File: src/rtl/trap_cond_pkg.sv
// Shared constants and types for the conditional trap comparator.
// Assumes a 5-bit condition field whose bit positions are fixed by the
// instruction encoding: the relation vector uses the same positions.
package trap_cond_pkg;
    localparam int COND_W = 5;
    localparam int KIND_W = 3;
    localparam int REL_SLT = 4;
    localparam int REL_SGT = 3;
    localparam int REL_EQ  = 2;
    localparam int REL_ULT = 1;
    localparam int REL_UGT = 0;

    typedef enum logic [KIND_W-1:0] {
        KIND_NONE = 3'd0,
        KIND_TRAP = 3'd2
    } trap_kind_e;
endpackage

File: src/rtl/trap_rel_unit.sv
// Relation unit: compares two W-bit operands and returns the five
// relation flags in condition-field order. Purely combinational.
// Assumes the operands are already narrowed to the width that takes part.
module trap_rel_unit
    import trap_cond_pkg::*;
#(
    parameter int W = 64
) (
    input  logic [W-1:0]      a_i,
    input  logic [W-1:0]      b_i,
    output logic [COND_W-1:0] rel_o
);
    // Evaluate signed and unsigned orderings plus equality.
    always_comb begin
        rel_o          = '0;
        rel_o[REL_SLT] = $signed(a_i) <  $signed(b_i);
        rel_o[REL_SGT] = $signed(a_i) >  $signed(b_i);
        rel_o[REL_EQ]  = a_i == b_i;
        rel_o[REL_ULT] = a_i <  b_i;
        rel_o[REL_UGT] = a_i >  b_i;
    end
endmodule

File: src/rtl/trap_cond_sel.sv
// Condition selector: masks the relation flags with the condition field
// and reduces them to a single fire decision. Purely combinational.
module trap_cond_sel
    import trap_cond_pkg::*;
(
    input  logic [COND_W-1:0] rel_i,
    input  logic [COND_W-1:0] cond_i,
    output logic [COND_W-1:0] hits_o,
    output logic              fire_o
);
    // Keep only the enabled relations and OR them together.
    always_comb begin
        hits_o = rel_i & cond_i;
        fire_o = |hits_o;
    end
endmodule

File: src/rtl/trap_out_reg.sv
// Output stage: registers the trap decision once per strobe.
// A cycle without a strobe clears the outputs, so each request lasts
// exactly one cycle. Synchronous active-low reset.
module trap_out_reg
    import trap_cond_pkg::*;
(
    input  logic              clk,
    input  logic              rst_n,
    input  logic              valid_i,
    input  logic              fire_i,
    input  logic [COND_W-1:0] hits_i,
    output logic              req_o,
    output logic [KIND_W-1:0] kind_o,
    output logic [COND_W-1:0] hits_o
);
    // Capture the decision when the strobe is high, and clear it otherwise.
    always_ff @(posedge clk) begin
        if (!rst_n) begin
            req_o  <= 1'b0;
            kind_o <= KIND_NONE;
            hits_o <= '0;
        end else if (valid_i && fire_i) begin
            req_o  <= 1'b1;
            kind_o <= KIND_TRAP;
            hits_o <= hits_i;
        end else begin
            req_o  <= 1'b0;
            kind_o <= KIND_NONE;
            hits_o <= '0;
        end
    end
endmodule

File: src/rtl/trap_cond_eval.sv
// Conditional trap comparator, top level.
// Two relation units run in parallel, one on the narrow word and one on
// the full width. dword_i picks one of them, the condition field masks it,
// and the decision is registered for one cycle per strobe.
// Assumes WORD_W <= DATA_W. When they are equal, the narrow unit is
// not built.
module trap_cond_eval
    import trap_cond_pkg::*;
#(
    parameter int DATA_W = 64,
    parameter int WORD_W = 32
) (
    input  logic              clk,
    input  logic              rst_n,
    input  logic              valid_i,
    input  logic              dword_i,
    input  logic [DATA_W-1:0] opa_i,
    input  logic [DATA_W-1:0] opb_i,
    input  logic [COND_W-1:0] cond_i,
    output logic              trap_req_o,
    output logic [KIND_W-1:0] trap_kind_o,
    output logic [COND_W-1:0] trap_hits_o
);
    logic [COND_W-1:0] rel_full;
    logic [COND_W-1:0] rel_word;
    logic [COND_W-1:0] rel_sel;
    logic [COND_W-1:0] hits;
    logic              fire;

    trap_rel_unit #(.W(DATA_W)) u_rel_full (
        .a_i   (opa_i),
        .b_i   (opb_i),
        .rel_o (rel_full)
    );

    generate
        if (WORD_W < DATA_W) begin : g_narrow
            trap_rel_unit #(.W(WORD_W)) u_rel_word (
                .a_i   (opa_i[WORD_W-1:0]),
                .b_i   (opb_i[WORD_W-1:0]),
                .rel_o (rel_word)
            );
        end else begin : g_same
            assign rel_word = rel_full;
        end
    endgenerate

    // Select the relation vector for the requested compare width.
    always_comb begin
        rel_sel = dword_i ? rel_full : rel_word;
    end

    trap_cond_sel u_sel (
        .rel_i  (rel_sel),
        .cond_i (cond_i),
        .hits_o (hits),
        .fire_o (fire)
    );

    trap_out_reg u_out (
        .clk     (clk),
        .rst_n   (rst_n),
        .valid_i (valid_i),
        .fire_i  (fire),
        .hits_i  (hits),
        .req_o   (trap_req_o),
        .kind_o  (trap_kind_o),
        .hits_o  (trap_hits_o)
    );
endmodule

File: config.mk
export PLATFORM = sky130hd
export DESIGN_NAME = trap_cond_eval
export DESIGN_NICKNAME = d
export VERILOG_FILES = /design/src/rtl/trap_cond_pkg.sv /design/src/rtl/trap_rel_unit.sv /design/src/rtl/trap_cond_sel.sv /design/src/rtl/trap_out_reg.sv /design/src/rtl/trap_cond_eval.sv
export SDC_FILE = /design/constraint.sdc
export NUM_CORES = 1
export LEC_CHECK = 0
export ABC_AREA = 1
export BUFFER_PORTS_ARGS = -buffer_cell sky130_fd_sc_hd__buf_2
export CORE_UTILIZATION = 46
export DETAILED_ROUTE_END_ITERATION = 10
export PLACE_DENSITY = 0.88
export SLEW_MARGIN = 10
export SYNTH_ARGS = -nofsm -noshare
export SYNTH_HDL_FRONTEND = slang
export SYNTH_SLANG_ARGS = --single-unit
File: constraint.sdc
create_clock -name clk -period 6.2 [get_ports clk]
set_clock_uncertainty 0.1 [all_clocks]
set_input_delay 1.24 -clock clk [delete_from_list [all_inputs] [get_ports clk]]
set_output_delay 1.24 -clock clk [all_outputs]
set_load 0.05 [all_outputs]
Word level (Yosys, flattened, before mapping)
Cells that the tools add are included.

storage, ports and cells
  flip-flop bits (word level) = 9
  output and inout bits = 9
  bits of input ports = 137
  logic and storage cells = 20

cells by class
  reductions and logical operators = 3
  eq/ne operators = 2
  mux-type cells = 3
  bitwise gates (word level) = 1
  $lt $le $gt $ge = 8

operators by type and width
  kind                            number
  64-bit greater-than comparator  2
  64-bit < comparator             2
  64-bit == test                  1
  32-bit greater-than comparator  2
  32-bit < comparator             2
  32-bit == test                  1
  5-bit bitwise AND               1
  5-bit two-way mux               1
  5-bit OR reduction              1
  2-bit two-way mux               1
  2-bit AND reduction             1
  1-bit logical AND               1
  1-bit two-way mux               1

Depth between registers and ports, before layout
Gate-level depths: netlist of the first run.

  word-level depth = 6
  gate-level depth with buffers = 21
  mapped depth without buffers = 21

Cells and area by module
From an unflattened synthesis of the first run, not the netlist that was laid out.

second synthesis, totals
  cells, all modules = 488
  area, all modules = 2,962.8 um2

modules (own cells, without submodules)
  module                               cells an instance  instances  sequential area each (um2)  area each (um2)
  trap_rel_unit (u_rel_full)           283                1          0.0                         1,734.2
  trap_rel_unit (g_narrow.u_rel_word)  152                1          0.0                         914.6
  trap_out_reg                         22                 1          120.1                       197.7
  trap_cond_eval                       16                 1          0.0                         60.1
  trap_cond_sel                        15                 1          0.0                         56.3

Least setup slack after synthesis of the first run
No wires, ideal clock.

  kind = input-to-reg
  from = input opb_i[31]
  to = register u_out.hits_o[0]
  required time = 5.980 ns
  data arrival time = 2.700 ns
  path slack = 3.279 ns
  buffers on the path = 0
  library setup time = 0.120 ns
  cell stages on the path = 15
  path through = inv_1 -> ha_1 -> nand2_2 -> nor2_4 -> nand4_4 -> nor2_1 -> nand2_1 -> nand2_2 -> nand2_2 -> nand2_2 -> nand2_2 -> a21oi_1 -> nand3_2 -> nand2_4 -> a21oi_1

between the ends
  cells in the longest elaborated chain, start to end = 6
  elaborated cells between the ends (all ways) = 15
  classes of those cells = 8 x order compare; 2 x eq/ne; 1 x mux; 1 x bitwise; 3 x reduce/logical

ends and longest elaborated chain
  element                                                       RTL line              source
  from (decl)                                                   trap_cond_eval.sv:18  input logic [DATA_W-1:0] opb_i,
  64-bit greater-than comparator, or another cell as far along  trap_rel_unit.sv:20   rel_o[REL_UGT] = a_i > b_i;
  5-bit two-way mux *                                           trap_cond_eval.sv:50  rel_sel = dword_i ? rel_full : rel_word;
  5-bit bitwise AND *                                           trap_cond_sel.sv:13   hits_o = rel_i & cond_i;
  5-bit OR reduction                                            trap_cond_sel.sv:14   fire_o = |hits_o;
  1-bit logical AND                                             trap_out_reg.sv:22    end else if (valid_i && fire_i) begin
  2-bit AND reduction (no line)                                 n/a
  to (signal assigned)                                          trap_out_reg.sv:25    hits_o <= hits_i;
  to (decl)                                                     trap_out_reg.sv:14    output logic [COND_W-1:0] hits_o

Mark *: on every way between the ends. The rest lies on a longest branch, timed or not.
A chain may end at the register's enable or synchronous reset.

Worst setup path after layout of the first run
  from = input opb_i[63]
  to = register u_out.hits_o[4]

between the ends
  cells in the longest elaborated chain, start to end = 6
  elaborated cells between the ends (all ways) = 10
  classes of those cells = 4 x order compare; 1 x eq/ne; 1 x mux; 1 x bitwise; 3 x reduce/logical

ends and longest elaborated chain
  element                                                       RTL line
  64-bit greater-than comparator, or another cell as far along  trap_rel_unit.sv:20
  5-bit two-way mux *                                           trap_cond_eval.sv:50
  5-bit bitwise AND *                                           trap_cond_sel.sv:13
  5-bit OR reduction                                            trap_cond_sel.sv:14
  1-bit logical AND                                             trap_out_reg.sv:22
  2-bit AND reduction (no line)                                 n/a

Marked as above.

==> run_results.csv, run 1 <==
group,metric,value,unit
outcome,status,"completed",
synth,avgSynthCellArea,6.36,sq um
synth,synth.largest_area_cell,"ha_1",
clocking,cts_resized,0,
min_path,hold_path_depth,5,
worst_setup_path,crit_top_cell,"nand2_2",
worst_setup_path,arrival,2.97,ns
place,dp_hpwl,4.65,mm
finish,fillers,406,
sta,fmax,0.337,GHz
power_and_ir_drop,p_per_area,94.0,mW/mm^2
clocking,tritoncts,"yes",
place,place_area,0.00285,sq mm
worst_setup_path,critPathCaptureType,"flip-flop",
synth,synth_top_area_frac,0.384,
sta,fin_ws,3.24,ns
synth,synth-seq-cells,6,
min_path,hold_path_end,"u_out.hits_o[2]$_SDFF_PN0_",
synth,synth_edf_count,0,
power_and_ir_drop,leakagePower,1.95,nW
global_routing,overflow,0,
flow_run,cap_violations,0,
finish,diodes,0,
worst_setup_path,cp_cell_sequence,"buf_2 -> inv_1 -> ha_1 -> nand4_1 -> nor3_2 -> nand3_1 -> nor2_4 -> nand2_2 -> nand2_2 -> nand2_2 -> a21oi_1 -> nand3_2 -> nand2_4 -> a21oi_1",
worst_setup_path,cp.required,6.20,ns
clocking,clk_pin_slew,0.04,ns
sta,period_share,0.478,
global_routing,grt_first_pass_wirelength,8.60,mm
floorplanning,start_util,0.479,
place,routabilityCongestion,0.769,
floorplanning,num_rows,24,
routing,firstDrtPassIters,4,
global_routing,grt_max_degree,7,
synth,ys_types,24,
global_routing,antenna_found_initial,0,
synth,ys.flop_type,"dfxtp_1",
floorplanning,die_area,0.00481,sq mm
clocking,post_cts_buffers,0,
routing,drcViolationCount,0,
min_path,hold_start,"cond_i[2]",
clocking,clock_sinks,6,
routing,ant_nets,0,
power_and_ir_drop,peakVddDrop,0.0758,mV
synth,yosysWarnings,0,
floorplanning,ioPinCount,146,
finish,syn_to_final_growth,38.5,%
sta,whs,1.25,ns
finish,layout.nets,675,
synth,synth_common_cells,"inv_1, nand2_1, ha_1",
floorplanning,coreArea,0.00435,sq mm
place,io_buffers,143,
clocking,clockBufferDepth,2,
routing,viasPerCell,4.73,
sta,period_needed,2.96,ns
worst_setup_path,path_class,"in -> reg",
clocking,cts_root_buf,"clkbuf_8",
synth,yosysSeqAreaShare,0.0576,
floorplanning,die_w,69.3,um
sta,rsz0062_at_grt,"no",
finish,fin_area,0.00289,sq mm
worst_setup_path,cp_max_fo,5,
routing,routed_wirelength,5.05,mm
routing,routedWlPerCell,9.63,um
global_routing,grt_usage,0.207,
sta,slew_violations,0,
synth,synthTopCellsByArea,"ha_1, inv_1, nand2_1",
global_routing,grt_pass1_vias,2354,
synth,async_flop_share,0,
synth,synth_most_common_cell,"inv_1",
place,dpl_worst_slack,3.02,ns
clocking,htreeDepth,1,
power_and_ir_drop,report.power.total,272,uW
synth,syn_area,0.00209,sq mm
synth,syn_inst,328,
finish,drive_above_1_share,0.345,
sta,tns,0,ns
routing,drt_iter0_drc,58,
clocking,cts_buffers,3,
min_path,hp-class,"in -> reg",
clocking,postCtsHoldBufs,0,
worst_setup_path,slowest_delay,0.34,ns
sta,setup_viol,0,
routing,vias,2476,
sta,hold_viol_final,0,
worst_setup_path,crit_path_start_kind,"primary input",
floorplanning,die_h,69.3,um
worst_setup_path,crit_slowest_cell,"ha_1",
## sequential cells by signal (all words and copies together), names as in the netlist
signal,flops
u_out.kind_o,1
u_out.hits_o,5
## cell type report
cell class / count / area [sq um] / area share
multi-input cells: 232 / 1620 / 0.560
repair buffers: 143 / 716 / 0.248
inverters: 88 / 330 / 0.114
flip-flops and latches: 6 / 120 / 0.0416
well taps: 52 / 65.1 / 0.0225
clock buffers: 3 / 41.3 / 0.0143
## worst max path at each step
| stage | end | depth (start not counted) | slack [ns] | start |
|---|---|---|---|---|
| finish | u_out.hits_o[4]$_SDFF_PN0_ | 14 | 3.24 | opb_i[63] |
| global route | u_out.hits_o[1]$_SDFF_PN0_ | 14 | 3.03 | opb_i[31] |
| CTS | u_out.hits_o[4]$_SDFF_PN0_ | 13 | 3.24 | opa_i[31] |
| detailed placement | u_out.hits_o[4]$_SDFF_PN0_ | 13 | 3.02 | opa_i[31] |
| global placement | u_out.hits_o[1]$_SDFF_PN0_ | 14 | 3.06 | opb_i[31] |
| floorplan | u_out.hits_o[0]$_SDFF_PN0_ | 15 | 3.28 | opb_i[31] |
## worst max-delay path, delay by kind of cell
| kind | cells | cell delay, ns |
|---|---|---|
| adders and majority gates | 1 | 0.34 |
| buffers and inverters | 2 | 0.11 |
| and+or+nand+nor | 9 | 1.05 |
| AOI/OAI and AO/OA | 2 | 0.22 |
## report_power, final
group          switching, mW  total, mW  leakage (nW)  internal (mW)
Combinational         0.0915      0.171          1.88         0.0798
Clock                 0.0172     0.0590        0.0216         0.0418
Sequential          0.000673     0.0414        0.0488         0.0407
## cell usage in the layout (no fill, tap or decap), drive strengths merged
master | synthesis | routed
clkbuf | 0 | 3
nor2 | 23 | 23
ha | 64 | 64
conb | 1 | 2
a21oi | 37 | 37
nor3 | 1 | 1
nand2 | 77 | 77
nand4 | 5 | 5
inv | 88 | 88
o21a | 3 | 3
buf | 3 | 143
o21ai | 7 | 7
nor4 | 1 | 1
dfxtp | 6 | 6
nand3 | 10 | 10
a21o | 1 | 1
a21boi | 1 | 1
## per-stage QoR
stage / util / std cells
floorplan: - / 329
global placement: 0.654 / 521
detailed placement: 0.654 / 521
CTS: 0.664 / 524
global route: 0.664 / 524
finish: 0.664 / 524
## logic make-up (layout without fill, tap and decap cells)
logic type,Yosys count,after routing,share of synthesized area
buffers and inverters,91,234,0.169
AND/OR/NAND/NOR,117,117,0.262
AO/OA/AOI/OAI,49,49,0.125
flip-flops,6,6,0.0576
adder cells (fa/ha/maj),64,64,0.384
other,1,2,0.00180
## routing by layer
metal / part of all wire / GRT usage
met5: 0 / 0
met4: 0.012 / 0.0363
met3: 0.072 / 0.0320
met2: 0.54 / 0.458
met1: 0.38 / 0.192
Power figures use the tool's default switching activity.
==> inputs of run 2 (changes only) <==
--- a/config.mk
+++ b/config.mk
@@ -7,9 +7,9 @@
 export LEC_CHECK = 0
 export ABC_AREA = 1
 export BUFFER_PORTS_ARGS = -buffer_cell sky130_fd_sc_hd__buf_2
-export CORE_UTILIZATION = 46
+export CORE_UTILIZATION = 38
 export DETAILED_ROUTE_END_ITERATION = 10
-export PLACE_DENSITY = 0.88
+export PLACE_DENSITY = 0.78
 export SLEW_MARGIN = 10
 export SYNTH_ARGS = -nofsm -noshare
 export SYNTH_HDL_FRONTEND = slang
==> constraint.sdc (replaced) <==
create_clock -name clk -period 2.51 [get_ports clk]
set_clock_uncertainty 0.1 [all_clocks]
set_input_delay 0.502 -clock clk [delete_from_list [all_inputs] [get_ports clk]]
set_output_delay 0.502 -clock clk [all_outputs]
set_load 0.05 [all_outputs]
==> run 2 against run 1 <==
Effect of this change: count of clock-buffer cells in the layout did not move; cell area rose by 0.78%; clock power rose by 150%; critical path type unchanged; largest cell class unchanged; highest routed layer unchanged.
==> run_results.csv, run 2 (synthesis results as in run 1) <==
group,metric,value,unit
worst_setup_path,path_class,"in -> reg",
clocking,cts_root_buf,"clkbuf_8",
finish,drive_above_1_share,0.345,
clocking,cts_resized,0,
place,placed_cells,539,
outcome,status,"completed",
min_path,hp-class,"in -> reg",
sta,hold_viol_final,0,
worst_setup_path,critPathCaptureType,"flip-flop",
clocking,postCtsHoldBufs,0,
finish,diodes,0,
floorplanning,num_rows,26,
routing,ant_nets,0,
global_routing,grt_usage,0.179,
place,io_buffers,143,
routing,routed_wirelength,4.90,mm
power_and_ir_drop,p_per_area,229,mW/mm^2
sta,setup_viol,0,
clocking,clk_pin_slew,0.04,ns
clocking,clock_sinks,6,
routing,firstDrtPassIters,6,
clocking,post_cts_buffers,0,
floorplanning,start_util,0.401,
clocking,tritoncts,"yes",
global_routing,overflow,0,
sta,slew_violations,0,
clocking,clockBufferDepth,2,
worst_setup_path,arrival,2.22,ns
power_and_ir_drop,leakagePower,1.95,nW
worst_setup_path,cp.required,2.51,ns
floorplanning,die_h,76.1,um
routing,viasPerCell,4.48,
finish,syn_to_final_growth,39.6,%
global_routing,grt_first_pass_wirelength,8.86,mm
routing,vias,2428,
routing,drcViolationCount,0,
finish,final_cell_count_no_fill,542,
finish,largest_reg_flops,5,
worst_setup_path,cp_max_fo,5,
floorplanning,coreArea,0.00520,sq mm
sta,tns,0,ns
finish,regMostFlops,"u_out.hits_o",
sta,fmax,0.450,GHz
flow_run,cap_violations,0,
routing,routedWlPerCell,9.04,um
clocking,cts_buffers,3,
finish,layout.nets,675,
finish,final_cell_mix,"buf_2, inv_1, nand2_1",
routing,drt_iter0_drc,18,
sta,rsz0062_at_grt,"no",
sta,period_share,0.886,
finish,layout_commonest_cell,"buf_2",
floorplanning,die_w,76.1,um
floorplanning,ioPinCount,146,
finish,reg.largest.list,"u_out.hits_o (5), u_out.kind_o (1)",
global_routing,antenna_found_initial,0,
power_and_ir_drop,report.power.total,665,uW
clocking,htreeDepth,1,
global_routing,grt_pass1_vias,2357,
place,dp_hpwl,4.65,mm
power_and_ir_drop,peakVddDrop,0.165,mV
sta,period_needed,2.22,ns
floorplanning,die_area,0.00579,sq mm
place,routabilityCongestion,0.793,
global_routing,grt_max_degree,7,
worst_setup_path,crit_path_start_kind,"primary input",
[run 2: cell counts in the layout (fill, tap and decap cells not counted)]
No cell type changed its count.
[run 2: per-layer routing]
| metal | up-vias | wire, um | GRT usage |
|---|---|---|---|
| li1 | 1320 | - | - |
| met1 | 1007 | 1970 | 0.176 |
| met2 | 97 | 2520 | 0.372 |
| met3 | 4 | 367 | 0.0311 |
| met4 | 0 | 40 | 0.0538 |
| met5 | - | 0 | 0 |
[run 2: layout make-up]
type	instances	area [sq um]
multi-input cells	232	1620
fillers	517	2290
repair buffers	143	716
flip-flops and latches	6	120
clock buffers	3	41.3
well taps	70	87.6
inverters	88	330
[run 2: worst max-delay path, stage by stage]
cell and delay, ns:
buf_2 0.07, inv_1 0.03, ha_1 0.34, nand2_2 0.10, nor2_4 0.14, nand4_4 0.10, nor4_2 0.32, inv_1 0.13
nor2_2 0.11, nor2_1 0.06, nand2_2 0.07, nand3_2 0.09, nand2_4 0.09, a21oi_1 0.07
[run 2: worst paths after layout]
| kind | end | startpoint | cells after the start | slack (ns) |
|---|---|---|---|---|
| worst max-delay path | u_out.hits_o[1]$_SDFF_PN0_ | opb_i[31] | 14 | 0.29 |
| worst min-delay path | u_out.hits_o[2]$_SDFF_PN0_ | cond_i[2] | 5 | 0.52 |
[run 2: power breakdown]
part	internal, mW	total [mW]	switching, mW
clock	0.103	0.146	0.0424
combinational	0.196	0.418	0.222
sequential	0.100	0.102	0.00119
total	0.400	0.665	0.266
[run 2: stage by stage]
step / hold WS [ns] / setup slack, ns / utilization / instance area, sq um
3_3_place_gp: 0.742 / 0.121 / 0.551 / 2870
5_1_grt: 0.551 / 0.0812 / 0.559 / 2910
6_report: 0.523 / 0.287 / 0.559 / 2910
3_5_place_dp: 0.754 / 0.0254 / 0.551 / 2870
2_1_floorplan: 0.573 / 0.327 / - / 2090
4_1_cts: 0.521 / 0.254 / 0.559 / 2910
==> inputs of run 3 (changes only) <==
--- a/config.mk
+++ b/config.mk
@@ -7,9 +7,10 @@
 export LEC_CHECK = 0
 export ABC_AREA = 1
 export BUFFER_PORTS_ARGS = -buffer_cell sky130_fd_sc_hd__buf_2
+export CORE_MARGIN = 8
 export CORE_UTILIZATION = 38
 export DETAILED_ROUTE_END_ITERATION = 10
-export PLACE_DENSITY = 0.78
+export PLACE_DENSITY = 0.8
 export SLEW_MARGIN = 10
 export SYNTH_ARGS = -nofsm -noshare
 export SYNTH_HDL_FRONTEND = slang
==> run 3 against run 2 <==
Effect of this change: sequential cell count did not move; clock power barely moved; count of clock-buffer cells in the layout did not move; combinational power barely moved; sequential power barely moved; highest routed layer unchanged; global-route usage fell by 3.3 points; critical path type unchanged.
==> run_results.csv, run 3 (synthesis results as in run 1) <==
group,metric,value,unit
outcome,status,"completed",
place,placed_cells,541,
clocking,postCtsHoldBufs,0,
min_path,hp-class,"in -> reg",
worst_setup_path,cp_max_fo,5,
worst_setup_path,crit_path_start_kind,"primary input",
global_routing,grt_max_degree,7,
finish,largest_reg_flops,5,
finish,layout.nets,675,
worst_setup_path,critPathCaptureType,"flip-flop",
finish,reg.largest.list,"u_out.hits_o (5), u_out.kind_o (1)",
place,routabilityCongestion,0.804,
clocking,clock_sinks,6,
routing,routed_wirelength,5.92,mm
sta,fin_ws,0.240,ns
global_routing,antenna_found_initial,0,
sta,period_needed,2.27,ns
clocking,htreeDepth,1,
clocking,cts_resized,0,
routing,routedWlPerCell,10.9,um
finish,regArea,120,sq um
finish,final_cell_mix,"buf_2, inv_1, nand2_1",
power_and_ir_drop,report.power.total,664,uW
floorplanning,coreArea,0.00541,sq mm
sta,tns,0,ns
routing,ant_nets,0,
place,dp_hpwl,5.72,mm
clocking,tritoncts,"yes",
finish,fin_util,0.539,
global_routing,overflow,0,
routing,drt_iter0_drc,58,
routing,firstDrtPassIters,4,
clocking,cts_buffers,3,
floorplanning,ioPinCount,146,
global_routing,grt_usage,0.146,
routing,viasPerCell,4.47,
sta,rsz0062_at_grt,"no",
clocking,cts_root_buf,"clkbuf_8",
place,dpl_worst_slack,-0.0112,ns
power_and_ir_drop,leakagePower,1.95,nW
finish,drive_above_1_share,0.345,
sta,period_share,0.904,
routing,drcViolationCount,0,
floorplanning,start_util,0.386,
clocking,clockBufferDepth,2,
power_and_ir_drop,p_per_area,228,mW/mm^2
floorplanning,die_h,90.1,um
sta,hold_viol_final,0,
global_routing,grt_first_pass_wirelength,10.3,mm
clocking,clk_pin_slew,0.04,ns
finish,fin_area,0.00291,sq mm
clocking,post_cts_buffers,0,
sta,setup_viol,0,
sta,slew_violations,0,
floorplanning,die_area,0.00812,sq mm
flow_run,cap_violations,0,
worst_setup_path,path_class,"in -> reg",
floorplanning,num_rows,27,
power_and_ir_drop,peakVddDrop,0.123,mV
finish,regMostFlops,"u_out.hits_o",
finish,fillers,542,
global_routing,grt_pass1_vias,2582,
finish,final_cell_count_no_fill,544,
finish,diodes,0,
routing,vias,2434,
place,place_area,0.00287,sq mm
finish,syn_to_final_growth,39.7,%
place,io_buffers,143,
worst_setup_path,arrival,2.28,ns
finish,layout_commonest_cell,"buf_2",
sta,fmax,0.441,GHz
sta,whs,0.506,ns
worst_setup_path,cp.required,2.52,ns
floorplanning,die_w,90.1,um
finish,multi_input_area,0.00162,sq mm
## run 3: cell counts in the layout (fill, tap and decap cells not counted)
Identical to the previous run, type by type.
## run 3: area by class of cell
type                            instances  share of cell area
Multi-Input combinational cell        232               0.555
Timing Repair Buffer                  143               0.246
Inverter                               88               0.113
Sequential cell                         6              0.0412
Tap cell                               72              0.0309
Clock buffer                            3              0.0142
## run 3: final timing paths
check                 cells past startpoint  startpoint                    endpoint  slack, ns
worst max-delay path                     14   opb_i[31]  u_out.hits_o[1]$_SDFF_PN0_       0.24
worst min-delay path                      5   cond_i[2]  u_out.hits_o[2]$_SDFF_PN0_       0.51
## run 3: worst max-delay path: stages
cell and delay (ns):
buf_2 0.07, inv_1 0.03, ha_1 0.34, nand2_2 0.10, nor2_4 0.13, nand4_4 0.11
nor4_2 0.37, inv_1 0.14, nor2_2 0.12, nor2_1 0.06, nand2_2 0.07, nand3_2 0.09
nand2_4 0.09, a21oi_1 0.06
## run 3: report_power, final
part	switching (mW)	internal, mW
registers	0.00138	0.101
logic	0.222	0.196
clock network	0.0414	0.103
total	0.265	0.399
## run 3: metal layers
layer  GRT usage  vias to the layer above  share of wire
met3      0.0532                        5          0.097
met2       0.282                       89           0.50
met5           0                        -              0
met4      0.0458                        0          0.011
met1       0.139                     1024           0.39
li1            -                     1316              -
